**src/rtl/pp_pkg.sv**
```systemverilog
package pp_pkg;
  typedef enum logic [1:0] {
    SQ_PWRUP  = 2'd0,
    SQ_IDLE   = 2'd1,
    SQ_HOLD   = 2'd2,
    SQ_REPEAT = 2'd3
  } seq_state_t;

  typedef enum logic [1:0] {
    PG_READY  = 2'd0,
    PG_DRIVE  = 2'd1,
    PG_SETTLE = 2'd2
  } gen_state_t;
endpackage

```
**src/rtl/pp_debounce.sv**
```systemverilog
module pp_debounce #(
  parameter int DEBOUNCE_CYC = 500000
) (
  input  logic clk,
  input  logic rst_n,
  input  logic raw,
  output logic level
);
  localparam int CW = $clog2(DEBOUNCE_CYC + 1);
  localparam logic [CW-1:0] LAST = CW'(DEBOUNCE_CYC - 1);

  logic          sync_a, sync_b;
  logic [CW-1:0] run;

  always_ff @(posedge clk or negedge rst_n) begin
    if (!rst_n) begin
      sync_a <= 1'b0;
      sync_b <= 1'b0;
      run    <= '0;
      level  <= 1'b0;
    end else begin
      sync_a <= raw;
      sync_b <= sync_a;
      if (sync_b == level) begin
        run <= '0;
      end else if (run == LAST) begin
        run   <= '0;
        level <= sync_b;
      end else begin
        run <= run + 1'b1;
      end
    end
  end

  // The filtered level only ever moves toward the synchronized input.
  p_filtered_r9: assert property (@(posedge clk) disable iff (!rst_n)
    !$stable(level) |-> (level == $past(sync_b)));
endmodule

```
**src/rtl/pp_sequencer.sv**
```systemverilog
module pp_sequencer
  import pp_pkg::*;
#(
  parameter int POWERUP_CYC = 50000000,
  parameter int HOLD_CYC    = 50000000,
  parameter int REPEAT_CYC  = 500000,
  parameter int FLASH_CYC   = 5000000
) (
  input  logic clk,
  input  logic rst_n,
  input  logic btn,
  input  logic gen_ready,
  output logic fire,
  output logic lamp,
  output logic in_powerup
);
  localparam int PW = $clog2(POWERUP_CYC + 1);
  localparam int TW = $clog2((HOLD_CYC > REPEAT_CYC ? HOLD_CYC : REPEAT_CYC) + 1);
  localparam int FW = $clog2(FLASH_CYC + 1);
  localparam logic [PW-1:0] PW_LAST   = PW'(POWERUP_CYC - 1);
  localparam logic [TW-1:0] HOLD_LAST = TW'(HOLD_CYC - 1);
  localparam logic [TW-1:0] REP_LAST  = TW'(REPEAT_CYC - 1);

  seq_state_t    st;
  logic          btn_q;
  logic          press;
  logic [PW-1:0] pw_cnt;
  logic [TW-1:0] tm_cnt;
  logic [FW-1:0] fl_cnt;
  logic          hold_done, rep_due;

  assign press     = btn & ~btn_q;
  assign hold_done = (st == SQ_HOLD)   && btn && (tm_cnt == HOLD_LAST);
  assign rep_due   = (st == SQ_REPEAT) && btn && (tm_cnt == REP_LAST);

  always_comb begin
    fire = 1'b0;
    if (gen_ready) begin
      fire = ((st == SQ_IDLE) && press) || hold_done || rep_due;
    end
  end

  always_ff @(posedge clk or negedge rst_n) begin
    if (!rst_n) begin
      st     <= SQ_PWRUP;
      btn_q  <= 1'b0;
      pw_cnt <= '0;
      tm_cnt <= '0;
      fl_cnt <= '0;
    end else begin
      btn_q <= btn;
      if (fl_cnt != '0) fl_cnt <= fl_cnt - 1'b1;
      unique case (st)
        SQ_PWRUP: begin
          if (pw_cnt == PW_LAST) st <= SQ_IDLE;
          else                   pw_cnt <= pw_cnt + 1'b1;
        end
        SQ_IDLE: begin
          if (press) begin
            st     <= SQ_HOLD;
            tm_cnt <= '0;
            if (gen_ready) fl_cnt <= FW'(FLASH_CYC);
          end
        end
        SQ_HOLD: begin
          if (!btn) begin
            st <= SQ_IDLE;
          end else if (tm_cnt == HOLD_LAST) begin
            st     <= SQ_REPEAT;
            tm_cnt <= '0;
            fl_cnt <= '0;
          end else begin
            tm_cnt <= tm_cnt + 1'b1;
          end
        end
        SQ_REPEAT: begin
          if (!btn)                  st <= SQ_IDLE;
          else if (tm_cnt == REP_LAST) tm_cnt <= '0;
          else                       tm_cnt <= tm_cnt + 1'b1;
        end
        default: st <= SQ_IDLE;
      endcase
    end
  end

  assign in_powerup = (st == SQ_PWRUP);
  assign lamp = in_powerup || (st == SQ_REPEAT) || (fl_cnt != '0);

  // A train ends only once the filtered button has dropped.
  p_train_stop_r3: assert property (@(posedge clk) disable iff (!rst_n)
    ($past(st) == SQ_REPEAT) && (st != SQ_REPEAT) |-> !$past(btn));
endmodule

```
**src/rtl/pp_pulse_gen.sv**
```systemverilog
module pp_pulse_gen
  import pp_pkg::*;
#(
  parameter int TTL_WIDTH  = 75,
  parameter int CMOS_WIDTH = 500,
  parameter int SETTLE_CYC = 8
) (
  input  logic clk,
  input  logic rst_n,
  input  logic fire,
  input  logic cmos_sel,
  input  logic node_level,
  input  logic node_valid,
  output logic ready,
  output logic drive_en,
  output logic drive_val
);
  localparam int MAXW = (TTL_WIDTH > CMOS_WIDTH) ? TTL_WIDTH : CMOS_WIDTH;
  localparam int CW   = $clog2(((MAXW > SETTLE_CYC) ? MAXW : SETTLE_CYC) + 1);
  localparam logic [CW-1:0] W_TTL  = CW'(TTL_WIDTH);
  localparam logic [CW-1:0] W_CMOS = CW'(CMOS_WIDTH);
  localparam logic [CW-1:0] S_LAST = CW'(SETTLE_CYC - 1);

  gen_state_t    st;
  logic [CW-1:0] cnt;
  logic [CW-1:0] cur_w;
  logic          val_q;
  logic [CW-1:0] w_pick;

  assign w_pick = cmos_sel ? W_CMOS : W_TTL;

  always_ff @(posedge clk or negedge rst_n) begin
    if (!rst_n) begin
      st    <= PG_READY;
      cnt   <= '0;
      cur_w <= '0;
      val_q <= 1'b0;
    end else begin
      unique case (st)
        PG_READY: begin
          if (fire) begin
            st    <= PG_DRIVE;
            val_q <= node_valid ? ~node_level : 1'b1;
            cur_w <= w_pick;
            cnt   <= w_pick - 1'b1;
          end
        end
        PG_DRIVE: begin
          if (cnt == '0) begin
            st  <= PG_SETTLE;
            cnt <= S_LAST;
          end else begin
            cnt <= cnt - 1'b1;
          end
        end
        PG_SETTLE: begin
          if (cnt == '0) st <= PG_READY;
          else           cnt <= cnt - 1'b1;
        end
        default: st <= PG_READY;
      endcase
    end
  end

  assign ready     = (st == PG_READY);
  assign drive_en  = (st == PG_DRIVE);
  assign drive_val = val_q;

  // Checker: independent run-length counter for the enable.
  logic [CW-1:0] chk_len;
  always_ff @(posedge clk or negedge rst_n) begin
    if (!rst_n)               chk_len <= '0;
    else if (drive_en)        chk_len <= chk_len + 1'b1;
    else if (fire && ready)   chk_len <= '0;
  end

  p_width_r5: assert property (@(posedge clk) disable iff (!rst_n)
    $fell(drive_en) |-> (chk_len == cur_w));
  p_polarity_hold_r6: assert property (@(posedge clk) disable iff (!rst_n)
    drive_en && $past(drive_en) |-> $stable(drive_val));
  p_gap_r7: assert property (@(posedge clk) disable iff (!rst_n)
    $fell(drive_en) |=> !drive_en);
endmodule

```
**src/rtl/probe_pulser.sv**
```systemverilog
module probe_pulser #(
  parameter int POWERUP_CYC  = 50000000,
  parameter int DEBOUNCE_CYC = 500000,
  parameter int HOLD_CYC     = 50000000,
  parameter int REPEAT_CYC   = 500000,
  parameter int FLASH_CYC    = 5000000,
  parameter int TTL_WIDTH    = 75,
  parameter int CMOS_WIDTH   = 500,
  parameter int SETTLE_CYC   = 8
) (
  input  logic clk,
  input  logic rst_n,
  input  logic btn_raw,
  input  logic cmos_sel,
  input  logic node_level,
  input  logic node_valid,
  output logic drive_en,
  output logic drive_val,
  output logic lamp
);
  logic btn_db;
  logic fire;
  logic gen_ready;
  logic in_powerup;

  pp_debounce #(.DEBOUNCE_CYC(DEBOUNCE_CYC)) u_db (
    .clk(clk), .rst_n(rst_n), .raw(btn_raw), .level(btn_db)
  );

  pp_sequencer #(
    .POWERUP_CYC(POWERUP_CYC), .HOLD_CYC(HOLD_CYC),
    .REPEAT_CYC(REPEAT_CYC), .FLASH_CYC(FLASH_CYC)
  ) u_seq (
    .clk(clk), .rst_n(rst_n), .btn(btn_db), .gen_ready(gen_ready),
    .fire(fire), .lamp(lamp), .in_powerup(in_powerup)
  );

  pp_pulse_gen #(
    .TTL_WIDTH(TTL_WIDTH), .CMOS_WIDTH(CMOS_WIDTH), .SETTLE_CYC(SETTLE_CYC)
  ) u_gen (
    .clk(clk), .rst_n(rst_n), .fire(fire), .cmos_sel(cmos_sel),
    .node_level(node_level), .node_valid(node_valid), .ready(gen_ready),
    .drive_en(drive_en), .drive_val(drive_val)
  );

  p_powerup_quiet_r8: assert property (@(posedge clk) disable iff (!rst_n)
    in_powerup |-> !drive_en);
  p_powerup_lamp_r8: assert property (@(posedge clk) disable iff (!rst_n)
    in_powerup |-> lamp);
endmodule

```
**config.mk**
```make
export PLATFORM = sky130hd
export DESIGN_NAME = probe_pulser
export DESIGN_NICKNAME = d
export VERILOG_FILES = /design/src/rtl/pp_pkg.sv /design/src/rtl/pp_debounce.sv /design/src/rtl/pp_sequencer.sv /design/src/rtl/pp_pulse_gen.sv /design/src/rtl/probe_pulser.sv
export SDC_FILE = /design/constraint.sdc
export NUM_CORES = 1
export LEC_CHECK = 0
export BUFFER_PORTS_ARGS = -buffer_cell sky130_fd_sc_hd__buf_2
export CORE_MARGIN = 3
export CORE_UTILIZATION = 40
export DETAILED_ROUTE_END_ITERATION = 10
export PLACE_DENSITY = 0.62
export SETUP_SLACK_MARGIN = 0.02
export SLEW_MARGIN = 20
export SYNTH_ARGS = -nofsm -noshare
export SYNTH_HDL_FRONTEND = slang
export SYNTH_SLANG_ARGS = --single-unit
```
**constraint.sdc**
```tcl
create_clock -name clk -period 2.25 [get_ports clk]
set_input_delay 0.45 -clock clk [delete_from_list [all_inputs] [get_ports clk]]
set_output_delay 0.45 -clock clk [all_outputs]
set_load 0.01 [all_outputs]
```
==> After elaboration in Yosys (flattened, before gate mapping) <==
Index checks and enable logic that the tools add are counted.
{ "totals": {"ff_bits": 112, "output_inout_bits": 3, "input_bits": 6, "elab_cells": 96} }
{ "op_classes": {"add_sub_neg": 6, "n_mux": 31, "n_bitwise": 5, "eq_ne": 20, "reduce_logical": 22} }
{ "op_table": {"columns": ["cell", "count"], "rows": [
  ["$mux 26", 5],
  ["$mux 23", 5],
  ["$pmux 26 s3", 1],
  ["$add 26x1->26 const B", 2],
  ["$eq 26x26->1 const B", 2],
  ["$pmux 23 s2", 1],
  ["$mux 19", 2],
  ["$mux 9", 4],
  ["$pmux 9 s3", 1],
  ["$eq 26x19->1 const B", 1],
  ["$reduce_bool 23->1", 1],
  ["$sub 23x1->23 const B", 1],
  ["$add 19x1->19 const B", 1],
  ["$eq 19x19->1 const B", 1],
  ["$sub 9x1->9 const B", 2],
  ["$mux 2", 8],
  ["$ne 2x2->1 const B", 6],
  ["$logic_not 9->1", 1],
  ["$pmux 2 s4", 1],
  ["$reduce_and 4->1", 2],
  ["$eq 2x2->1 const B", 3],
  ["$ne 2x1->1 const B", 3],
  ["$pmux 2 s3", 1],
  ["$reduce_and 2->1", 3],
  ["other kinds (11)", 26]
]} }

==> Logic depth before layout (Yosys ltp) <==
Gate-level depths: netlist of run 1.
{ "depth": {"depth_word": 8, "ltp_mapped": 10, "ltp_nobuf": 8} }

==> Hierarchy <==
A second synthesis of run 1 with hierarchy kept.
{ "unflattened": {"cells_unflattened": 658, "hier_area_um2": 6266.0} }
{ "modules_own_cells": {"columns": ["module", "n_inst", "seq_area_each_um2", "area_per_inst_um2", "cells_each"], "rows": [
  ["pp_sequencer", 1, 1951.9, 4271.6, 445],
  ["pp_debounce", 1, 550.5, 1079.8, 105],
  ["pp_pulse_gen", 1, 300.3, 914.6, 108]
]} }

==> Worst setup path after synthesis of run 1 <==
Ideal clock, no wire load.
{ "synth_timing": {"path_type": "register -> output", "start": "reg u_seq.fl_cnt[3]", "end": "out lamp", "arrival_time_ns": 1.834, "path_stages_with_launch": 5, "path_slack_ns": -0.034, "required_ns": 1.800, "path_cell_list": "dfrtp_1 -> or4_4 -> or3_4 -> nor3_1 -> nand2_1"} }
{ "synth_via": {"elab_chain_len": 2} }
{ "synth_lines": {"columns": ["element", "line", "rtl"], "rows": [
  ["start: declaration", "pp_sequencer.sv:29", "logic [FW-1:0] fl_cnt;"],
  ["start signal: assignment", "pp_sequencer.sv:52", "if (fl_cnt != '0) fl_cnt <= fl_cnt - 1'b1;"],
  ["start signal: assignment", "pp_sequencer.sv:62", "if (gen_ready) fl_cnt <= FW'(FLASH_CYC);"],
  ["$reduce_bool 23->1", "pp_sequencer.sv:87", "assign lamp = in_powerup || (st == SQ_REPEAT) || (fl_cnt != '0);"],
  ["$logic_or 1x1->1", "pp_sequencer.sv:87", null],
  ["end: declaration", "probe_pulser.sv:19", "output logic lamp"]
]} }
No other way between the ends.

==> Worst setup path after layout of run 1 <==
{ "layout_timing": {"start": "reg u_seq.fl_cnt[6]", "end": "out lamp"} }
The elaborated chain is that of the path after synthesis.

==> summary.txt, run 1 <==
Status
  – Status: complete, but fails checks
  – Failing checks: negative setup slack

Critical path
  – Arr. time, crit path: 2040 ps
  – Worst setup EP type: primary output
  – Critical path class: reg2out
  – Startpoint types: flip-flop
  – CP max FO: 2
  – Data required time of the worst path: ~1800 ps

Layout
  – Area Growth Syn to Fin: 22.5%
  – Final #Nets: around 710
  – Layout filler cell count: 1330
  – Fin cells: about 900
  – Share of layout cells above drive strength 1: 21.3%
  – Finished Core Util: about 50%
  – Diodes inserted: 0

Floorplan
  – # IOs: 9
  – Core Region: 14200 um^2
  – DIE AREA: 16300 um^2
  – Starting Density: 41.8%
  – Die X-Extent: 128 um
  – Chip height: 128 um
  – Num rows: 43

Yosys
  – Post-Synth Simple-Gate Area: 25.6%
  – Post-synthesis mux area share: ~1.1%
  – Largest family of logic cells by synthesized area: simple AND/OR/NAND/NOR gates
  – Post-synthesis sequential area ratio: 47.2%
  – Post-synthesis cell area: 5930 um^2
  – Synth Area in Compound Gates: 9.97%
  – Synth async-reset ratio: 100%
  – Adder-cell share of the synthesized area: 3.16%
  – Post-synth cell types: just under 60
  – Synth Instances: 617
  – XOR/XNOR Fraction of Synth Area: 10.9%
  – Synth Net Count: 638
  – YS warnings: 0
  – Synthesized area per cell: 9.62 um^2
  – Number of synthesized flops with an enable pin: 0
  – Seq cells post-synth: 112
  – Top_reg_cell synth: dfrtp_1

Global routing
  – Initial antenna violation count: 0
  – GRT overflow: 0
  – First-pass GRT wire length: 22400 um
  – Vias in the first global route: 4693
  – GR Util All Layers: 16.7%
  – Largest net degree at the start of global routing: 45

CTS
  – Max H-tree Level: 3
  – Clock Latency Late Sink: 360 ps
  – Worst-path clk slew: 80 ps
  – TritonCTS clock tree: yes
  – CTS sink count: 112
  – TritonCTS Buffers: 9
  – Clock buffer depth: 2
  – Root buffer cell: clkbuf_16

Timing
  – Slew HR: 66.3%
  – Worst-Margin Slew: 499 ps
  – Setup violators final: 11
  – RSZ-0062 raised after global routing: true
  – Final Hold Viols: 0
  – Tmin final: 2490 ps
  – Fin crit share: 111%
  – Slew Limit Fails: 0
  – Top achievable clock speed: 402 MHz
  – Worst clock skew: 12.0 ps
  – Worst setup margin: -239 ps
  – Hold slack: about 37 ps

Pwr
  – P_leak: 3.22 nW
  – PwrDens: 520 nW/um^2
  – Worst VDD drop: 0.381 mV

Routing
  – DRT Wirelength: 13000 um
  – Via count: 4745
  – Initial detailed-routing violation count: roughly 200
  – Final routed DRC violation total: 0
  – Average wire per standard cell: between 10 and 15 um
  – Pre-antenna DRT Iters: 6
  – Avg Vias per Cell: approximately 5.4
  – ANT nets after route: 0

Flow run
  – Max_cap viols: 0

Place
  – PortBufs: 8
  – Inst Count DP: between 800 and 900
  – Routability cong.: 0.892
  – Hpwl dp: a little over 9000 um

Hold path
  – Hold Crit Class: in2async
## cell usage in the layout, fill, tap and decap left out, drive strengths merged, types with 4 or more instances in the layout
cell    count
ha         15
o31a        4
a31oi       5
o41ai       4
inv        23
xnor2      42
dfrtp     112
o21ai      32
nand3      38
nor2b      14
and2        6
and4        5
or4         4
nor3       21
xor2       32
or3         7
or2         4
and3       11
mux2        4
o211ai      4
nor4       11
o21a        4
a21oi      17
nand2      39
clkbuf     10
nor2       84
nand2b      5
buf        75
nand4      27
## cells in the mapped netlist (3+ instances only)
library cell | instances | area [um^2]
dfrtp_1 | 112 | 2800
nor2_1 | 84 | 315
xnor2_1 | 42 | 368
nand2_1 | 39 | 146
nand3_1 | 38 | 190
xor2_1 | 32 | 280
o21ai_0 | 30 | 150
nand4_1 | 27 | 169
nor3_1 | 21 | 105
inv_1 | 19 | 71.3
a21oi_1 | 17 | 85.1
ha_1 | 15 | 188
nor2b_1 | 14 | 87.6
and3_1 | 11 | 68.8
nor4_1 | 11 | 68.8
clkbuf_1 | 7 | 26.3
a31oi_1 | 5 | 31.3
and2_1 | 5 | 31.3
and4_1 | 5 | 43.8
nand2b_1 | 5 | 31.3
or3_1 | 5 | 31.3
mux2_2 | 4 | 45.0
o211ai_1 | 4 | 30.0
o21a_1 | 4 | 30.0
o31a_1 | 4 | 35.0
o41ai_1 | 4 | 35.0
or2_2 | 4 | 25.0
a21o_1 | 3 | 22.5
nand3b_1 | 3 | 22.5
nor4bb_1 | 3 | 30.0
o31ai_1 | 3 | 22.5
## critical path, cell delays in order (launching register included)
cell     delay (ps)
dfrtp_1         380
or4_4           540
or3_4           400
nor3_4          160
nand2_1          60
buf_2           140
## logic make-up after synthesis
kind of cell / Yosys count
mux: 6
buf+inv: 29
xor+xnor: 74
fa+ha+maj: 15
compound gates: 89
simple gates: 292
flops: 112
## flip-flops by register name (all words and copies together) (netlist names), 2 cells and up
register	flops
u_seq.pw_cnt	26
u_seq.tm_cnt	26
u_seq.fl_cnt	23
u_db.run	19
u_gen.cnt	9
u_gen.st	2
u_seq.st	2
## layout make-up
type / instances / area, um^2 / area share [%]
clock buffer: 10 / 229 / 3.15
clock inverter: 6 / 81.3 / 1.12
inverter: 19 / 71.3 / 0.982
multi-input combinational: 476 / 3260 / 44.9
sequential: 112 / 2810 / 38.6
tap: 180 / 225 / 3.10
timing repair buffer: 75 / 591 / 8.13
## power by group
group / internal (mW) / switching, mW
clock: 0.895 / 0.788
combinational: 0.0185 / 0.0532
sequential: 2.02 / 0.00589
## what timing repair did
| item | in CTS | in global routing |
|---|---|---|
| resized for setup | 13 | 46 |
| endpoints found under the setup margin | 12 | 57 |
| hold buffers | 0 | 0 |
| buffers inserted | 3 | 12 |
| pin swaps | 13 | 19 |
| endpoints found under the hold margin | 0 | 0 |
## through the flow
| stage | TNS [ps] | setup slack (ps) | area, um^2 | power (mW) |
|---|---|---|---|---|
| 2_1_floorplan | -23.9 | -11.9 | 5940 | 2.08 |
| 3_3_place_gp | -24.9 | -18.0 | 6590 | 2.14 |
| 3_5_place_dp | -300 | -141 | 6590 | 2.14 |
| 4_1_cts | -623 | -302 | 6990 | 3.83 |
| 5_1_grt | -1930 | -303 | 7270 | 3.92 |
| 6_report | -941 | -239 | 7270 | 3.78 |
## final timing paths
kind / startpoint / to / slack [ps] / cells after the start
worst min-delay path: rst_n / u_db.run[7] / 40 / 1
max in group asynchronous: rst_n / u_seq.tm_cnt[2] / 1610 / 2
worst min register to register: u_db.sync_a / u_db.sync_b / 370 / 0
min in group clk: btn_raw / u_db.sync_a / 190 / 1
worst max register to register: u_seq.fl_cnt[6] / u_seq.fl_cnt[9] / -140 / 7
worst max-delay path: u_seq.fl_cnt[6] / lamp / -240 / 5
## layer usage
layer | global-route usage [%] | part of all wire (%) | vias up
met3 | 3.62 | 3.0 | 25
li1 | - | - | 2343
met5 | 0 | 0 | -
met1 | 22.4 | 47 | 2308
met4 | 6.12 | 2.3 | 0
met2 | 26.7 | 47 | 69
Note: power is estimated with default switching activity, not from simulation.
==> inputs of run 2 (changes only) <==
--- a/config.mk
+++ b/config.mk
@@ -7,9 +7,10 @@
 export LEC_CHECK = 0
 export BUFFER_PORTS_ARGS = -buffer_cell sky130_fd_sc_hd__buf_2
 export CORE_MARGIN = 3
-export CORE_UTILIZATION = 40
+export CORE_UTILIZATION = 52
 export DETAILED_ROUTE_END_ITERATION = 10
-export PLACE_DENSITY = 0.62
+export GPL_TIMING_DRIVEN = 0
+export PLACE_DENSITY = 0.75
 export SETUP_SLACK_MARGIN = 0.02
 export SLEW_MARGIN = 20
 export SYNTH_ARGS = -nofsm -noshare
==> summary.txt, run 2 (same netlist as run 1, synthesis figures left out) <==
CTS
  – Worst-path clk slew: 80 ps (about the same)
  – CTS sink count: 112 (unchanged)
  – Clock buffer depth: 2 (unchanged)
  – TritonCTS Buffers: 9 (unchanged)
  – # hold bufs at CTS: 0 (unchanged)
  – Root buffer cell: clkbuf_16 (unchanged)
  – Max H-tree Level: 3 (unchanged)
  – TritonCTS clock tree: yes (unchanged)
  – Clock Latency Late Sink: 350 ps (was 360 ps)

Timing
  – Tmin final: 2500 ps (was 2490 ps)
  – Worst clock skew: 10.8 ps (was 12.0 ps)
  – Slew HR: 52.3% (was 66.3%)
  – RSZ-0062 raised after global routing: true (unchanged)
  – Worst setup margin: -249 ps (was -239 ps)
  – Final Hold Viols: 0 (unchanged)
  – Top achievable clock speed: 400 MHz (was 402 MHz)
  – Hold slack: 63.0 ps (was 36.9 ps)
  – Worst-Margin Slew: 709 ps (was 499 ps)
  – Fin crit share: 111% (about the same)
  – Setup violators final: 15 (was 11)
  – Slew Limit Fails: 0 (unchanged)

Global routing
  – Largest net degree at the start of global routing: 58 (was 45)
  – Vias in the first global route: 4792 (was 4693)
  – GR Util All Layers: 20.8% (was 16.7%)
  – First-pass GRT wire length: 22100 um (was 22400 um)
  – GRT overflow: 0 (unchanged)
  – Initial antenna violation count: 0 (unchanged)

Routing
  – Max Used Layer: met4 (unchanged)
  – Met2 wire length: 6810 um (was 6150 um)
  – Routed wl met3: 461 um (was 384 um)
  – Initial detailed-routing violation count: 336 (was 204)
  – Final routed DRC violation total: 0 (unchanged)
  – Met1 WL: 5670 um (was 6130 um)
  – Pre-antenna DRT Iters: 5 (was 6)
  – ANT nets after route: 0 (unchanged)
  – DRT Wirelength: 13200 um (was 13000 um)
  – Average wire per standard cell: 16.3 um (was 14.8 um)
  – Avg Vias per Cell: 5.95 (was 5.40)
  – Via count: 4829 (was 4745)

Layout
  – Final #Nets: 687 (was 714)
  – Finished Core Util: 64.8% (was 51.2%)
  – Diodes inserted: 0 (unchanged)
  – Fin cells: 811 (was 878)
  – Share of layout cells above drive strength 1: 19.8% (was 21.3%)
  – Final instance area: 7120 um^2 (was 7270 um^2)
  – Biggest registers after layout: u_seq.pw_cnt (26), u_seq.tm_cnt (26), u_seq.fl_cnt (23) (unchanged)
  – Most common cell after layout, fill and taps aside: dfrtp_1 (unchanged)
  – Area Growth Syn to Fin: 19.9% (was 22.5%)
  – Most frequent cells in the layout: 110 x dfrtp_1, 76 x nor2_1, 39 x xnor2_1 (was 110 x dfrtp_1, 78 x nor2_1, 63 x buf_4)

Place
  – PortBufs: 8 (unchanged)
  – Hpwl dp: 8370 um (was 9130 um)
  – Pre-CTS WS: -442 ps (was -141 ps)
  – Routability cong.: 0.829 (was 0.892)
  – Placed cell area: 6190 um^2 (was 6590 um^2)
  – Inst Count DP: 766 (was 847)

Status
  – Failing checks: negative setup slack (unchanged)
  – Status: complete, but fails checks (unchanged)

Pwr
  – Internal: 2.94 mW (was 2.93 mW)
  – Switching Share: 21.4% (was 22.4%)
  – Gate power share: 1.9% (about the same)
  – Net Sw Power: 0.800 mW (was 0.847 mW)
  – P_leak: 3.13 nW (was 3.22 nW)
  – PwrDens: 525 nW/um^2 (was 520 nW/um^2)
  – Sequential share of power: 54.1% (was 53.6%)
  – Clock power share: 44.0% (was 44.5%)
  – Worst VDD drop: 0.643 mV (was 0.381 mV)

Floorplan
  – Chip height: 113 um (was 128 um)
  – Num rows: 38 (was 43)
  – Starting Density: 54.0% (was 41.8%)
  – DIE AREA: 12700 um^2 (was 16300 um^2)
  – Die X-Extent: 113 um (was 128 um)
  – # IOs: 9 (unchanged)
  – Core Region: 11000 um^2 (was 14200 um^2)

Critical path
  – Reg2reg end: u_seq.fl_cnt[11] (was u_seq.fl_cnt[9])
  – Worst setup EP type: primary output (unchanged)
  – Reg2reg start: u_seq.fl_cnt[6] (unchanged)
  – R2R cell count: 9 (was 7)
  – Flop-to-flop setup slack: -130 ps (was -140 ps)
  – Data required time of the worst path: 1800 ps (about the same)
  – Critical path class: reg2out (unchanged)
  – Startpoint types: flip-flop (unchanged)
  – Arr. time, crit path: 2050 ps (was 2040 ps)
  – CP max FO: 2 (unchanged)

Hold path
  – Hold Crit Class: in2async (unchanged)

Flow run
  – Max_cap viols: 0 (unchanged)
==> run 2: final cells by class <==
cell class | count | area, um^2
clock inverter | 5 | 63.8
inverter | 19 | 71.3
buffer | 5 | 30.0
clock buffer | 11 | 243
fill | 825 | 3870
tap | 140 | 175
multi-input combinational | 476 | 3390
sequential | 112 | 2810
timing repair buffer | 43 | 337
==> run 2: timing repair <==
action	in CTS	in global routing
buffers inserted	17	17
gates resized for setup	47	40
endpoints found under the setup margin	69	56
pin swaps	15	19
==> run 2: worst max path at each step <==
stage               cells after the start              from          endpoint  slack [ps]
finish                                  5   u_seq.fl_cnt[6]              lamp        -250
global route                            5   u_seq.fl_cnt[6]              lamp        -310
CTS                                     5  u_seq.fl_cnt[11]              lamp        -300
detailed placement                      8       u_seq.st[0]  u_seq.tm_cnt[21]        -440
global placement                        1             rst_n  u_seq.pw_cnt[10]        -530
floorplan                               8       u_seq.st[0]  u_seq.tm_cnt[24]         -10
==> run 2: per-layer routing <==
layer  vias up  GRT usage (%)
met4         0           6.81
met3        31           3.48
li1       2293              -
met2       116           35.8
met5         -              0
met1      2389           26.8
==> run 2: critical path, stage by stage, from the launching register on <==
cell and delay, ps:
dfrtp_1 400, or4_4 560, or3_4 360, nor3_4 160, nand2_1 80, buf_2 140
==> run 2: power groups by stage <==
stage               sequential (mW)  clock (mW)  combinational, mW
finish                         2.02        1.64             0.0703
global route                   2.02        1.76             0.0830
CTS                            2.02        1.69             0.0739
detailed placement             2.06           0             0.0739
global placement               2.06           0             0.0643
floorplan                      2.06           0             0.0175
==> run 2: stage by stage <==
step	setup TNS [ps]	total power, mW
6_report	-1270	3.74
5_1_grt	-3250	3.87
4_1_cts	-593	3.79
3_5_place_dp	-13730	2.14
3_3_place_gp	-69900	2.13
2_1_floorplan	-23.9	2.08
==> inputs of run 3 (changes only) <==
--- a/config.mk
+++ b/config.mk
@@ -6,11 +6,13 @@
 export NUM_CORES = 1
 export LEC_CHECK = 0
 export BUFFER_PORTS_ARGS = -buffer_cell sky130_fd_sc_hd__buf_2
+export CELL_PAD_IN_SITES_DETAIL_PLACEMENT = 0
+export CELL_PAD_IN_SITES_GLOBAL_PLACEMENT = 2
 export CORE_MARGIN = 3
-export CORE_UTILIZATION = 52
+export CORE_UTILIZATION = 37
 export DETAILED_ROUTE_END_ITERATION = 10
 export GPL_TIMING_DRIVEN = 0
-export PLACE_DENSITY = 0.75
+export PLACE_DENSITY = 0.81
 export SETUP_SLACK_MARGIN = 0.02
 export SLEW_MARGIN = 20
 export SYNTH_ARGS = -nofsm -noshare
==> summary.txt, run 3 (same netlist as run 1, synthesis figures left out) <==
Layout
  – Share of layout cells above drive strength 1: 21.9% (was 19.8%)
  – Layout filler cell count: 1471 (was 825)
  – Diodes inserted: 0 (unchanged)
  – Fin cells: 886 (was 811)
  – Most frequent cells in the layout: 108 x dfrtp_1, 75 x nor2_1, 40 x xnor2_1 (was 110 x dfrtp_1, 76 x nor2_1, 39 x xnor2_1)
  – Most common cell after layout, fill and taps aside: dfrtp_1 (unchanged)
  – Area of the multi-input gates: 3440 um^2 (was 3390 um^2)
  – Area Growth Syn to Fin: 23.3% (was 19.9%)
  – Sequential cell area: 2810 um^2 (about the same)
  – Biggest registers after layout: u_seq.pw_cnt (26), u_seq.tm_cnt (26), u_seq.fl_cnt (23) (unchanged)
  – Final #Nets: 691 (was 687)

Timing
  – Worst setup margin: -244 ps (was -249 ps)
  – Top achievable clock speed: 401 MHz (was 400 MHz)
  – Slew Limit Fails: 0 (unchanged)
  – Slew HR: 56.8% (was 52.3%)
  – Setup violators final: 14 (was 15)
  – RSZ-0062 raised after global routing: true (unchanged)
  – Worst-Margin Slew: 642 ps (was 709 ps)
  – Tmin final: 2490 ps (was 2500 ps)
  – Final Hold Viols: 0 (unchanged)
  – Fin crit share: 111% (about the same)
  – Fin Setup TNS: -1710 ps (was -1270 ps)
  – Worst clock skew: 8.83 ps (was 10.8 ps)

Floorplan
  – Chip height: 133 um (was 113 um)
  – DIE AREA: 17600 um^2 (was 12700 um^2)
  – Core Region: 15400 um^2 (was 11000 um^2)
  – Starting Density: 38.5% (was 54.0%)
  – Die X-Extent: 133 um (was 113 um)
  – Num rows: 45 (was 38)
  – # IOs: 9 (unchanged)

Critical path
  – Critical path class: reg2out (unchanged)
  – Cell family with most CP delay: simple AND/OR/NAND/NOR gates (unchanged)
  – Worst setup EP type: primary output (unchanged)
  – Cell Chain, Critical Path: or4_4 > or3_4 > nor3_4 > nand2_1 > buf_2 (unchanged)
  – CP max FO: 2 (unchanged)
  – Data required time of the worst path: 1800 ps (about the same)
  – CP max-delay cell: or4_4 (unchanged)
  – Buf+Inv Stages, Crit Path: 1 (unchanged)
  – CP peak stage delay: 540 ps (was 560 ps)
  – Arr. time, crit path: 2040 ps (was 2050 ps)
  – Startpoint types: flip-flop (unchanged)

Place
  – PortBufs: 8 (unchanged)
  – Routability cong.: 0.803 (was 0.829)
  – Inst Count DP: 837 (was 766)
  – Hpwl dp: 8830 um (was 8370 um)

Routing
  – Average wire per standard cell: 15.0 um (was 16.3 um)
  – Final routed DRC violation total: 0 (unchanged)
  – Initial detailed-routing violation count: 278 (was 336)
  – ANT nets after route: 0 (unchanged)
  – Avg Vias per Cell: 5.22 (was 5.95)
  – Via count: 4622 (was 4829)
  – DRT Wirelength: 13300 um (was 13200 um)
  – Pre-antenna DRT Iters: 5 (unchanged)

Pwr
  – Gate power share: 1.9% (about the same)
  – Switching Share: 21.0% (was 21.4%)
  – P_leak: 3.17 nW (was 3.13 nW)
  – Net Sw Power: 0.795 mW (was 0.800 mW)
  – Clock power share: 44.8% (was 44.0%)
  – Sequential share of power: 53.3% (was 54.1%)
  – Internal: 3.00 mW (was 2.94 mW)
  – Worst VDD drop: 0.374 mV (was 0.643 mV)
  – PwrDens: 518 nW/um^2 (was 525 nW/um^2)

Flow run
  – Max_cap viols: 0 (unchanged)

CTS
  – Clock Latency Late Sink: 350 ps (about the same)
  – TritonCTS Buffers: 9 (unchanged)
  – Clock buffer depth: 2 (unchanged)
  – CTS sink count: 112 (unchanged)
  – Max H-tree Level: 3 (unchanged)
  – Worst-path clk slew: 70 ps (was 80 ps)
  – TritonCTS clock tree: yes (unchanged)
  – Root buffer cell: clkbuf_16 (unchanged)

Global routing
  – Initial antenna violation count: 0 (unchanged)
  – GRT overflow: 0 (unchanged)
  – GR Util All Layers: 15.9% (was 20.8%)
  – Vias in the first global route: 4706 (was 4792)
  – Largest net degree at the start of global routing: 67 (was 58)
  – First-pass GRT wire length: 23100 um (was 22100 um)

Status
  – Failing checks: negative setup slack (unchanged)
  – Status: complete, but fails checks (unchanged)

Hold path
  – Hold Crit Class: in2async (unchanged)
run 3: cell types whose count changed in the layout (fill, tap and decap cells not counted), moves of 2 or more:
cell / previous run / this run
buf_6: 4 / 8
nor4bb_1: 3 / 1
dfrtp_2: 2 / 4
o21ai_1: 6 / 3
nor4bb_2: 0 / 2
dfrtp_1: 110 / 108
clkbuf_8: 1 / 3
run 3: timing repair:
action / 4_1_cts / 5_1_grt
hold buffers: 0 / 0
endpoints found under the setup margin: 69 / 76
buffers inserted: 26 / 12
pin swaps: 18 / 22
resized for setup: 48 / 57
run 3: path summary, 6_finish.rpt:
kind / cells after the start / slack [ps] / from / end
worst max register to register: 9 / -180 / u_seq.fl_cnt[11] / u_seq.fl_cnt[9]
worst min register to register: 0 / 370 / u_db.sync_a / u_db.sync_b
max in group asynchronous: 2 / 1520 / rst_n / u_seq.tm_cnt[4]
min in group clk: 1 / 200 / btn_raw / u_db.sync_a
worst max-delay path: 5 / -240 / u_seq.fl_cnt[11] / lamp
worst min-delay path: 1 / 20 / rst_n / u_gen.cnt[3]
run 3: power groups by stage:
stage	clock network, mW	registers (mW)	logic [mW]
global placement	0	2.06	0.0682
floorplan	0	2.06	0.0175
CTS	1.78	2.02	0.0769
finish	1.70	2.02	0.0713
detailed placement	0	2.06	0.0768
global route	1.85	2.02	0.0866
run 3: per-layer routing:
layer | up-vias | global-route usage [%] | part of all wire (%)
li1 | 2300 | - | -
met1 | 2272 | 21.1 | 46
met2 | 39 | 26.1 | 50
met3 | 11 | 3.95 | 2.7
met4 | 0 | 4.16 | 1.2
met5 | - | 0 | 0
run 3: final cells by class:
type / instances / share of cell area, %
timing repair buffer: 47 / 5.22
sequential: 112 / 38.4
buffer: 5 / 0.410
multi-input combinational: 476 / 47.1
clock inverter: 3 / 0.650
clock buffer: 13 / 3.69
tap: 211 / 3.61
inverter: 19 / 0.975
run 3: metrics by stage:
step	instance area [um^2]	power (mW)	hold WS (ps)	utilization [%]	setup WS [ps]
after floorplan	5940	2.08	154	-	-11.9
after global placement	6240	2.13	356	40.5	-669
after detailed placement	6280	2.14	340	40.7	-532
after CTS	7010	3.88	28.1	45.4	-311
after global routing	7320	3.96	41.9	47.4	-337
final	7320	3.79	22.7	47.4	-244
